--- src/rtl/tile_addr_pkg.sv ---
package tile_addr_pkg;

  typedef enum logic [2:0] {
    STEP_IDLE,
    STEP_INDEX,
    STEP_DATA_LO,
    STEP_DATA_HI,
    STEP_PUSH
  } stepT;

  typedef enum logic [1:0] {
    SEL_INDEX,
    SEL_DATA_LO,
    SEL_DATA_HI
  } addrSelT;

  // Strobes from control to datapath
  typedef struct packed {
    logic    load;    // sample request inputs
    logic    capIdx;  // end of index step
    logic    capLo;   // end of data-low step
    logic    capHi;   // end of data-high step
    logic    rd;      // read request
    addrSelT sel;     // address source
  } strobeT;

endpackage

--- src/rtl/tile_addr_ctrl.sv ---
module tile_addr_ctrl
  import tile_addr_pkg::*;
#(
  parameter int STEP_CYCLES = 2
) (
  input  logic   clk,
  input  logic   rstN,
  input  logic   start,
  output strobeT strobe,
  output logic   busy,
  output logic   done
);
  localparam int PH_W = (STEP_CYCLES > 1) ? $clog2(STEP_CYCLES) : 1;
  localparam logic [PH_W-1:0] PH_LAST = PH_W'(STEP_CYCLES - 1);

  stepT            step;
  logic [PH_W-1:0] phase;
  logic            lastPh;

  assign lastPh = (phase == PH_LAST);

  always_ff @(posedge clk or negedge rstN) begin
    if (!rstN) begin
      step  <= STEP_IDLE;
      phase <= '0;
      done  <= 1'b0;
    end else begin
      done <= 1'b0;
      if (step == STEP_IDLE) begin
        phase <= '0;
        if (start) step <= STEP_INDEX;
      end else if (lastPh) begin
        phase <= '0;
        unique case (step)
          STEP_INDEX:   step <= STEP_DATA_LO;
          STEP_DATA_LO: step <= STEP_DATA_HI;
          STEP_DATA_HI: step <= STEP_PUSH;
          default: begin
            step <= STEP_IDLE;
            done <= 1'b1;
          end
        endcase
      end else begin
        phase <= phase + 1'b1;
      end
    end
  end

  always_comb begin
    strobe.load   = (step == STEP_IDLE) && start;
    strobe.capIdx = (step == STEP_INDEX)   && lastPh;
    strobe.capLo  = (step == STEP_DATA_LO) && lastPh;
    strobe.capHi  = (step == STEP_DATA_HI) && lastPh;
    strobe.rd     = (step == STEP_INDEX) || (step == STEP_DATA_LO) ||
                    (step == STEP_DATA_HI);
    unique case (step)
      STEP_DATA_LO: strobe.sel = SEL_DATA_LO;
      STEP_DATA_HI: strobe.sel = SEL_DATA_HI;
      default:      strobe.sel = SEL_INDEX;
    endcase
  end

  assign busy = (step != STEP_IDLE);

endmodule

--- src/rtl/tile_addr_dp.sv ---
module tile_addr_dp
  import tile_addr_pkg::*;
#(
  parameter int ADDR_W        = 13,
  parameter int COL_W         = 5,
  parameter int ROW_W         = 8,
  parameter int BYTE_W        = 8,
  parameter int MAP_COLS      = 32,
  parameter int TILE_ROWS     = 8,
  parameter int BYTES_PER_ROW = 2,
  parameter int FLIP_BIT      = 6
) (
  input  logic                clk,
  input  logic                rstN,
  input  strobeT              strobe,
  input  logic [ADDR_W-1:0]   mapBase,
  input  logic [COL_W-1:0]    tileCol,
  input  logic [ROW_W-1:0]    fetchRow,
  input  logic [ADDR_W-1:0]   dataBase,
  input  logic                colorMode,
  input  logic                blocked,
  input  logic [2*BYTE_W-1:0] vramData,
  output logic [ADDR_W-1:0]   vramAddr,
  output logic [BYTE_W-1:0]   tileIdx,
  output logic [BYTE_W-1:0]   tileAttr,
  output logic [BYTE_W-1:0]   dataLo,
  output logic [BYTE_W-1:0]   dataHi,
  output logic [ADDR_W-1:0]   lastIdxAddr,
  output logic [ADDR_W-1:0]   lastDataAddr
);
  localparam int ROW_SHIFT    = $clog2(TILE_ROWS);
  localparam int MAP_SHIFT    = $clog2(MAP_COLS);
  localparam int STRIDE_SHIFT = $clog2(BYTES_PER_ROW);

  logic [ADDR_W-1:0]    mapQ, baseQ;
  logic [COL_W-1:0]     colQ;
  logic [ROW_W-1:0]     rowQ;
  logic [ROW_SHIFT-1:0] fine;
  logic [ADDR_W-1:0]    idxAddr, loAddr, hiAddr;
  logic [BYTE_W-1:0]    bank0, bank1;

  assign bank0 = blocked ? '1 : vramData[BYTE_W-1:0];
  assign bank1 = blocked ? '1 : vramData[2*BYTE_W-1:BYTE_W];

  assign idxAddr = mapQ + ADDR_W'(colQ) +
                   (ADDR_W'(rowQ >> ROW_SHIFT) << MAP_SHIFT);
  assign fine    = rowQ[ROW_SHIFT-1:0] ^ {ROW_SHIFT{tileAttr[FLIP_BIT]}};
  assign loAddr  = baseQ + (ADDR_W'(fine) << STRIDE_SHIFT);
  assign hiAddr  = loAddr + ADDR_W'(1);

  always_comb begin
    unique case (strobe.sel)
      SEL_DATA_LO: vramAddr = loAddr;
      SEL_DATA_HI: vramAddr = hiAddr;
      default:     vramAddr = idxAddr;
    endcase
  end

  always_ff @(posedge clk or negedge rstN) begin
    if (!rstN) begin
      mapQ         <= '0;
      baseQ        <= '0;
      colQ         <= '0;
      rowQ         <= '0;
      tileIdx      <= '0;
      tileAttr     <= '0;
      dataLo       <= '0;
      dataHi       <= '0;
      lastIdxAddr  <= '0;
      lastDataAddr <= '0;
    end else begin
      if (strobe.load) begin
        mapQ  <= mapBase;
        baseQ <= dataBase;
        colQ  <= tileCol;
        rowQ  <= fetchRow;
      end
      if (strobe.capIdx) begin
        tileIdx     <= bank0;
        tileAttr    <= colorMode ? bank1 : '0;
        lastIdxAddr <= idxAddr;
      end
      if (strobe.capLo) dataLo <= bank0;
      if (strobe.capHi) begin
        dataHi       <= bank0;
        lastDataAddr <= hiAddr;
      end
    end
  end

endmodule

--- src/rtl/tile_addr_gen.sv ---
module tile_addr_gen
  import tile_addr_pkg::*;
#(
  parameter int ADDR_W      = 13,
  parameter int COL_W       = 5,
  parameter int ROW_W       = 8,
  parameter int BYTE_W      = 8,
  parameter int STEP_CYCLES = 2
) (
  input  logic                clk,
  input  logic                rstN,
  input  logic                start,
  input  logic [ADDR_W-1:0]   mapBase,
  input  logic [COL_W-1:0]    tileCol,
  input  logic [ROW_W-1:0]    fetchRow,
  input  logic [ADDR_W-1:0]   dataBase,
  input  logic                colorMode,
  input  logic                blocked,
  output logic [ADDR_W-1:0]   vramAddr,
  output logic                vramRd,
  input  logic [2*BYTE_W-1:0] vramData,
  output logic [BYTE_W-1:0]   tileIdx,
  output logic [BYTE_W-1:0]   tileAttr,
  output logic [BYTE_W-1:0]   dataLo,
  output logic [BYTE_W-1:0]   dataHi,
  output logic [ADDR_W-1:0]   lastIdxAddr,
  output logic [ADDR_W-1:0]   lastDataAddr,
  output logic                busy,
  output logic                done
);
  strobeT strobe;

  tile_addr_ctrl #(.STEP_CYCLES(STEP_CYCLES)) u_ctrl (
    .clk(clk), .rstN(rstN), .start(start),
    .strobe(strobe), .busy(busy), .done(done)
  );

  tile_addr_dp #(
    .ADDR_W(ADDR_W), .COL_W(COL_W), .ROW_W(ROW_W), .BYTE_W(BYTE_W)
  ) u_dp (
    .clk(clk), .rstN(rstN), .strobe(strobe),
    .mapBase(mapBase), .tileCol(tileCol), .fetchRow(fetchRow),
    .dataBase(dataBase), .colorMode(colorMode), .blocked(blocked),
    .vramData(vramData), .vramAddr(vramAddr),
    .tileIdx(tileIdx), .tileAttr(tileAttr),
    .dataLo(dataLo), .dataHi(dataHi),
    .lastIdxAddr(lastIdxAddr), .lastDataAddr(lastDataAddr)
  );

  assign vramRd = strobe.rd;

endmodule

--- config.mk ---
export PLATFORM = sky130hd
export DESIGN_NAME = tile_addr_gen
export DESIGN_NICKNAME = d
export VERILOG_FILES = /design/src/rtl/tile_addr_pkg.sv /design/src/rtl/tile_addr_ctrl.sv /design/src/rtl/tile_addr_dp.sv /design/src/rtl/tile_addr_gen.sv
export SDC_FILE = /design/constraint.sdc
export NUM_CORES = 1
export LEC_CHECK = 0
export BUFFER_PORTS_ARGS = -buffer_cell sky130_fd_sc_hd__buf_4
export CAP_MARGIN = 25
export CORE_MARGIN = 2
export CORE_UTILIZATION = 58
export CTS_CLUSTER_DIAMETER = 50
export DETAILED_ROUTE_END_ITERATION = 6
export PLACE_DENSITY = 0.88
export SYNTH_ARGS = -nofsm -noshare
export SYNTH_HDL_FRONTEND = slang
export SYNTH_SLANG_ARGS = --single-unit
export TNS_END_PERCENT = 1
--- constraint.sdc ---
create_clock -name clk -period 6.3 [get_ports clk]
set_clock_uncertainty 0.1 [all_clocks]
set_input_delay 1.26 -clock clk [delete_from_list [all_inputs] [get_ports clk]]
set_output_delay 1.26 -clock clk [all_outputs]
set_load 0.02 [all_outputs]
==> results of run 1 <==
[per-stage QoR]
step | setup slack, ns | hold slack (ns)
2_1_floorplan | 1.713 | 0.3849
3_3_place_gp | 1.632 | 0.3635
3_5_place_dp | 1.556 | 0.3754
4_1_cts | 1.141 | 0.3995
5_1_grt | 0.9753 | 0.4256
6_report | 1.111 | 0.3950
[cell families after synthesis]
group                    after synthesis
AO/OA/AOI/OAI                        129
XOR/XNOR                              30
adder cells (fa/ha/maj)               19
buffers and inverters                 41
flip-flops                           102
multiplexers                          47
AND/OR/NAND/NOR                      145
[cells in the mapped netlist (3+ instances only)]
master and n:
inv_1 18, buf_1 3, nor2_1 33, or3_1 4, a31oi_1 4, dfrtp_1 102, xnor2_1 14, nand2_1 68
a221oi_1 4, o211ai_1 3, o21ai_0 56, and3_1 3, and2_1 4, mux2_2 45, o21ai_1 6, a21oi_1 25
a211oi_1 4, clkbuf_1 17, nand4_1 3, ha_1 17, nand2b_1 5, a21o_1 5, xor2_1 15, nor3_1 3
nor2b_1 7
[per-layer routing]
metal  track usage  vias up  wire (um)
met5             0        -          0
met4        0.1243        0        437
met3       0.05833       30        971
met2        0.4423      184       6302
met1        0.3461     2056       5420
li1              -     2038          -
[state kept, by name (all words and copies together) (netlist names), 3 cells and up]
| signal | cells |
|---|---|
| u_dp.colQ | 5 |
| u_dp.lastIdxAddr | 13 |
| u_ctrl.step | 3 |
| u_dp.dataHi | 8 |
| u_dp.dataLo | 8 |
| u_dp.baseQ | 13 |
| u_dp.tileIdx | 8 |
| u_dp.tileAttr | 8 |
| u_dp.rowQ | 8 |
| u_dp.lastDataAddr | 13 |
| u_dp.mapQ | 13 |
[cell type report]
| cell class | count | area share |
|---|---|---|
| Sequential cell | 102 | 0.3900 |
| Multi-Input combinational cell | 370 | 0.3873 |
| Timing Repair Buffer | 136 | 0.1591 |
| Clock buffer | 10 | 0.02103 |
| Tap cell | 108 | 0.02065 |
| Clock inverter | 6 | 0.01166 |
| Inverter | 18 | 0.01032 |
[placed cells by master (no fill, tap or decap), drive strengths merged, types with 3 or more instances in the layout]
cell / n
dfrtp: 102
buf: 136
and2b: 3
o21ai: 62
inv: 20
a31oi: 4
nor3: 3
o211ai: 3
clkinv: 3
or3: 4
a221oi: 4
a21o: 5
xor2: 15
nand4: 3
a21oi: 26
a211oi: 4
ha: 17
mux2: 45
nor2: 33
and3: 3
xnor2: 15
nand2b: 5
clkbuf: 10
nor2b: 7
nand2: 68
and2: 6
[path summary, 6_finish.rpt]
path / slack [ns] / end / cells after the start
hold / removal: 0.39 / u_dp.tileIdx[0]$_DFFE_PN0P_ / 2
setup / recovery: 1.11 / vramAddr[9] / 12
setup reg to reg: 2.87 / u_dp.lastDataAddr[9]$_DFFE_PN0P_ / 10
max in group asynchronous: 4.15 / u_dp.rowQ[1]$_DFFE_PN0P_ / 2
min in group asynchronous: 0.70 / u_dp.tileIdx[7]$_DFFE_PN0P_ / 1
hold reg to reg: 0.39 / u_dp.tileIdx[0]$_DFFE_PN0P_ / 2
[critical path: cells and delay by family (launching register included)]
| family | cells | cell delay, ns |
|---|---|---|
| AOI/OAI and AO/OA | 2 | 0.31 |
| xor gates and xnor gates | 2 | 0.39 |
| DFF | 1 | 0.46 |
| buffers and inverters | 2 | 0.24 |
| and+or+nand+nor | 3 | 1.33 |
| muxes | 1 | 0.12 |
| adders and majority gates | 2 | 0.61 |
==> results by group, run 1 <==
Floorplan
  • Die ar.: 0.009827 sq mm
  • Starting Density: 0.5989
  • Die H: 99.13 um
  • Die width: approximately 100 um
  • Top-Level Pins: ~130
  • Row count: 34
  • Core area: 0.008763 sq mm

Worst setup path
  • Critical Path Start: u_dp.tileAttr[6]$_DFFE_PN0P_
  • CP Capture Type: primary output
  • Worst path cell trace: xor2_1 > ha_1 > inv_1 > fa_1 > and2b_4 > o2111ai_4 > xor2_1 > or4b_4 > or3_1 > a31oi_1 > mux2i_1 > buf_4
  • CP Max Fanout: 5
  • Max incr delay on CP: 0.59 ns
  • Reg2Reg Launch Point: u_dp.tileAttr[6]$_DFFE_PN0P_
  • CP startpoint kind: register
  • Cell mode on critical path: xor2_1
  • Worst EP arrival: 3.83 ns
  • WP data required: about 4.9 ns
  • Crit Path Category: register to primary output
  • Slowest cell on the critical path: or4b_4

Timing
  • Setup TNS: 0 ns
  • Final Hold Fails: 0
  • Relative slew slack: 0.3593
  • Minimum clock period: 5.189 ns
  • Slew @ Worst Pin: between 0.9 and 1 ns
  • RSZ-0062 raised after global routing: false
  • Final worst-path cycle share: 0.8237
  • Max-slew violations: 0
  • Fmax: 0.1927 GHz
  • Setup violations, final: 0

Final layout
  • Area taken by multi-input logic gates: 0.002535 sq mm
  • Finished Layout Cells: 750
  • Final Core Density: 0.7469
  • Fraction of layout cells with a size suffix above 1: 0.3240
  • N_diodes: 0
  • Area Overhead vs Synth: 24.70%
  • Fin area: between 0.006 and 0.007 sq mm
  • Filler cell count: 634
  • FF+latch area: between 0.002 and 0.003 sq mm
  • # nets final: a little over 700

Place
  • Routability cong.: 0.9125
  • DP HPWL: 9857 um
  • Placed cell count: 733
  • Count of input and output buffers: 133
  • Dpl cell area: 0.006304 sq mm

Clock tree
  • Clk sinks: 102
  • Clk root buf: clkbuf_8
  • Setup Fix Bufs, Post-CTS: 0
  • CTS tree: done
  • CTS buffer count: 9
  • H-tree lvl count: 3
  • Longest Clk Path Bufs: 2
  • Worst-path clk slew: ~0.090 ns
  • Post-CTS sizing: 0
  • Clock latency on the worst-skew pair: 0.37 ns
  • Post-CTS Hold Fix Bufs: 0

Job
  • Max-cap violations: 0

Logic synthesis
  • Compound-gate portion of the synthesized area: 0.1507
  • Net count after synthesis: 592
  • Synth area leaders: dfrtp_1 49%, mux2_2 9.7%, o21ai_0 5.3%
  • FFs w/ async S/R, synth: 1.000
  • Synth Area in Simple Gates: 0.1292
  • Seq cells post-synth: 102
  • Top-area cell type share of the netlist area: 0.4863
  • Netlist cell types: 60
  • Post-Synth XOR/XNOR Area: 0.05364
  • Largest area contributor in the netlist: dfrtp_1
  • Synth Instances: just over 500
  • Adder-cell share of the synthesized area: 0.04815
  • Total of warnings raised by yosys: 0
  • Mapped Area: between 0.005 and 0.006 sq mm
  • Number of synthesized flops with an enable pin: 0
  • Sequential-to-total area share from yosys stat: 0.4863
  • Post-synthesis mux area share: 0.1004
  • Syn Area/Cell: a little over 10 sq um
  • Largest family of logic cells by synthesized area: compound AO/OA/AOI/OAI gates
  • Top FF cell, synth: dfrtp_1

Route
  • Routed length per instance: 17.51 um
  • Routed Antenna Nets: 0
  • Residual DRC: 0
  • DR vias: 4308
  • Drt initial violations: around 180
  • Final wirelength: 13130 um
  • TritonRoute pass-1 iters: 4
  • DR vias/cell: 5.744

GRT
  • First-pass GRT wire length: 20960 um
  • Largest net degree at the start of global routing: 73
  • Vias in the first global route: about 4300
  • All-Layer GR Usage: 0.2701
  • Initial antenna violation count: 0
  • Grt total ovfl: 0

Outcome
  • Run status: finished, final reports clean

Min path
  • Hold Path Origin: u_dp.tileIdx[0]$_DFFE_PN0P_
  • Hold WC Path Type: register to register
Power of run 1 is left out: the tool's default activity adds up to more than one toggle a clock period on the data nets, which glitch-free logic cannot reach.
==> inputs of run 2 (changes only) <==
- ABC_AREA: not set -> 1
- CORE_UTILIZATION: 58 -> 48
- PLACE_DENSITY: 0.88 -> 0.78
- clock period: 6.3 -> 4.28 ns (I/O delays scaled with it)
==> run 2 against run 1 <==
Synthesized cell count grew 23%. Critical endpoint is now vramAddr[11]. Via count grew 7.9%. Register-to-register slack lost 1.3 ns. Largest cell class unchanged. Synthesized area grew 1.5%. Non-clock buffer count grew 2. Worst hold slack lost 0.16 ns. Critical path depth grew 4.
==> results by group, run 2 <==
Final layout
  • # nets final: 841 (+17%)
  • Commonest cells after routing, fill and taps aside: 186 x nand2_1, 136 x buf_4, 101 x dfrtp_1
  • Area taken by multi-input logic gates: 0.002509 sq mm (-1.0%)
  • Most common cell after layout, fill and taps aside: nand2_1
  • Area Overhead vs Synth: 26.15%
  • FF+latch area: 0.002554 sq mm (about the same)
  • Filler cell count: 962 (+52%)
  • N_diodes: 0 (unchanged)
  • Fraction of layout cells with a size suffix above 1: 0.2777 (-0.04628)

Logic synthesis
  • Top-area cell type share of the netlist area: 0.4789 (-0.007420)
  • Number of synthesized flops with an enable pin: 0 (unchanged)
  • Mapped Area: 0.005330 sq mm (+1.5%)
  • Synth Instances: 630 (+23%)
  • Netlist cell types: 32 (-47%)
  • Synth Area in Simple Gates: 0.2270 (+0.09779)
  • Count leader, synth: nand2_1
  • Sequential-to-total area share from yosys stat: 0.4789 (-0.007420)
  • Largest family of logic cells by synthesized area: simple AND/OR/NAND/NOR gates
  • Post-Synth XOR/XNOR Area: 0.02958 (-0.02406)
  • Total of warnings raised by yosys: 0 (unchanged)
  • Synth cell count leaders: 186 x nand2_1, 102 x dfrtp_1, 58 x inv_1
  • Syn Area/Cell: 8.460 sq um (-17%)
  • Top FF cell, synth: dfrtp_1
  • Seq cells post-synth: 102 (unchanged)
  • Post-synthesis mux area share: 0.07183 (-0.02853)
  • Compound-gate portion of the synthesized area: 0.09014 (-0.06051)
  • Adder-cell share of the synthesized area: 0.04742 (-0.0007347)
  • Net count after synthesis: 709 (+20%)
  • FFs w/ async S/R, synth: 1.000 (unchanged)
  • Largest area contributor in the netlist: dfrtp_1
  • Synth area leaders: dfrtp_1 48%, nand2_1 13%, mux2_2 7.2%

Timing
  • Slew @ Worst Pin: 0.7528 ns (-0.2071 ns)
  • Setup violations, final: 0 (unchanged)
  • Final worst-path cycle share: 0.9410
  • Max-slew violations: 0 (unchanged)
  • Relative slew slack: 0.4976 (+0.1383)
  • Worst-case hold slack: 0.2317 ns (-0.1632 ns)
  • Final Hold Fails: 0 (unchanged)
  • RSZ-0062 raised after global routing: true
  • Minimum clock period: around 4 ns
  • Fmax: approximately 0.25 GHz

Route
  • Final wirelength: 13980 um (+6.5%)
  • Routed Antenna Nets: 0 (unchanged)
  • DR vias/cell: 5.127 (-11%)
  • Drt initial violations: 322 (+75%)
  • DR vias: 4650 (+7.9%)
  • Residual DRC: 0 (unchanged)
  • Routed length per instance: 15.41 um (-12%)
  • TritonRoute pass-1 iters: 7 (+3)

Place
  • Routability cong.: 0.8997 (-1.4%)
  • DP HPWL: 10720 um (+8.7%)
  • Count of input and output buffers: 133 (unchanged)

GRT
  • Vias in the first global route: 4528 (+4.2%)
  • First-pass GRT wire length: 22090 um (+5.4%)
  • All-Layer GR Usage: 0.2400 (-0.03008)
  • Initial antenna violation count: 0 (unchanged)
  • Largest net degree at the start of global routing: 84 (+15%)
  • Grt total ovfl: 0 (unchanged)

Floorplan
  • Row count: 38 (+12%)
  • Die H: 109.4 um (+10%)
  • Core area: 0.01084 sq mm (+24%)
  • Top-Level Pins: 134 (unchanged)
  • Die ar.: 0.01196 sq mm (+22%)
  • Starting Density: 0.4917 (-0.1073)
  • Die width: 109.4 um (+10%)

Clock tree
  • CTS tree: done
  • Clock latency on the worst-skew pair: 0.37 ns (about the same)
  • CTS buffer count: 9 (unchanged)
  • Setup Fix Bufs, Post-CTS: 0 (unchanged)
  • Worst-path clk slew: 0.09 ns (about the same)
  • H-tree lvl count: 3 (unchanged)
  • Clk sinks: 102 (unchanged)
  • Longest Clk Path Bufs: 2 (unchanged)
  • Clk root buf: clkbuf_8
  • Post-CTS Hold Fix Bufs: 0 (unchanged)
  • Post-CTS sizing: 0 (unchanged)

Worst setup path
  • Worst path cell trace: xor2_1 > ha_1 > inv_1 > fa_1 > inv_1 > nand2_1 > a21oi_2 > inv_1 > nand2_1 > nand2_1 > inv_1 > nand3_2 > o21ai_2 > nand3_1 > a21oi_1 > buf_4
  • Reg2Reg Launch Point: u_dp.tileAttr[6]$_DFFE_PN0P_
  • Worst reg-to-reg setup slack: 1.61 ns (-1.26 ns)
  • Worst path bufs/invs: 5 (+3)
  • Worst EP arrival: 3.07 ns (-0.76 ns)
  • CP Max Fanout: 5 (unchanged)
  • CP Capture Type: primary output
  • Worst Reg2Reg Path Length in Cells: 16 (+6)
  • Delay-heaviest family, CP: adder cells
  • Slowest cell on the critical path: dfrtp_2
  • CP startpoint kind: register
  • Cell mode on critical path: inv_1
  • Max incr delay on CP: 0.45 ns (-0.14 ns)
  • Crit Path Category: register to primary output
  • WP data required: 3.32 ns (-1.62 ns)
  • FF-to-FF End: u_dp.lastDataAddr[11]$_DFFE_PN0P_

Job
  • Max-cap violations: 0 (unchanged)

Outcome
  • Run status: finished, final reports clean

Min path
  • Hold WC Path Type: input pin to asynchronous set/reset pin
run 2: changes by cell type after synthesis, moves of 10 or more:
| cell | change |
|---|---|
| inv_1 | +40 |
| mux2_2 | -11 |
| nand2_1 | +118 |
| nand3_1 | +34 |
| nor2_1 | +10 |
| o21ai_0 | -16 |
run 2: per-stage QoR:
step / instances / utilization / TNS (ns) / area (sq um) / setup WS (ns)
final: 907 / 0.6203 / 0 / 6724 / 0.2527
after global routing: 907 / 0.6203 / -0.01039 / 6724 / -0.01039
after CTS: 906 / 0.6158 / 0 / 6675 / 0.1833
after detailed placement: 890 / 0.5976 / 0 / 6479 / 0.6013
after global placement: 889 / 0.5958 / 0 / 6459 / 0.6927
after floorplan: 630 / - / 0 / 5330 / 0.6910
run 2: how the worst max path moves through the flow:
| stage | cells past startpoint | from | slack (ns) | endpoint |
|---|---|---|---|---|
| after floorplan | 13 | u_dp.tileAttr[6]$_DFFE_PN0P_ | 0.69 | vramAddr[11] |
| after global placement | 16 | u_dp.tileAttr[6]$_DFFE_PN0P_ | 0.69 | vramAddr[11] |
| after detailed placement | 16 | u_dp.tileAttr[6]$_DFFE_PN0P_ | 0.60 | vramAddr[11] |
| after CTS | 16 | u_dp.tileAttr[6]$_DFFE_PN0P_ | 0.18 | vramAddr[11] |
| after global routing | 16 | u_dp.tileAttr[6]$_DFFE_PN0P_ | -0.01 | vramAddr[10] |
| final | 16 | u_dp.tileAttr[6]$_DFFE_PN0P_ | 0.25 | vramAddr[11] |
run 2: worst reg2reg max path, delay by kind of cell (launching register included):
kind	cells	cell delay (ns)
AND/OR/NAND/NOR	8	0.70
adder cells (fa/ha/maj)	2	0.62
flip-flops	1	0.45
buffers and inverters	4	0.35
AO/OA/AOI/OAI	1	0.17
XOR/XNOR	1	0.16
run 2: logic make-up after synthesis:
| family | after synthesis |
|---|---|
| buffers and inverters | 76 |
| adders and majority gates | 19 |
| DFF | 102 |
| xor gates and xnor gates | 18 |
| AOI/OAI and AO/OA | 89 |
| and+or+nand+nor | 292 |
| muxes | 34 |
run 2: cell type report:
cell class,count,share of cell area
flip-flops and latches,102,0.3798
multi-input cells,452,0.3731
repair buffers,138,0.1589
inverters,59,0.03294
well taps,140,0.02605
clock buffers,11,0.01954
clock inverters,5,0.009676
run 2: layer usage:
| metal | share of wire | GRT usage | wire length (um) | vias up |
|---|---|---|---|---|
| met5 | 0 | 0 | 0 | - |
| li1 | - | - | - | 2306 |
| met4 | 0.023 | 0.08590 | 318 | 0 |
| met1 | 0.44 | 0.3283 | 6133 | 2178 |
| met3 | 0.059 | 0.04624 | 827 | 22 |
| met2 | 0.48 | 0.3818 | 6699 | 144 |
Power of run 2 is left out for the same reason.
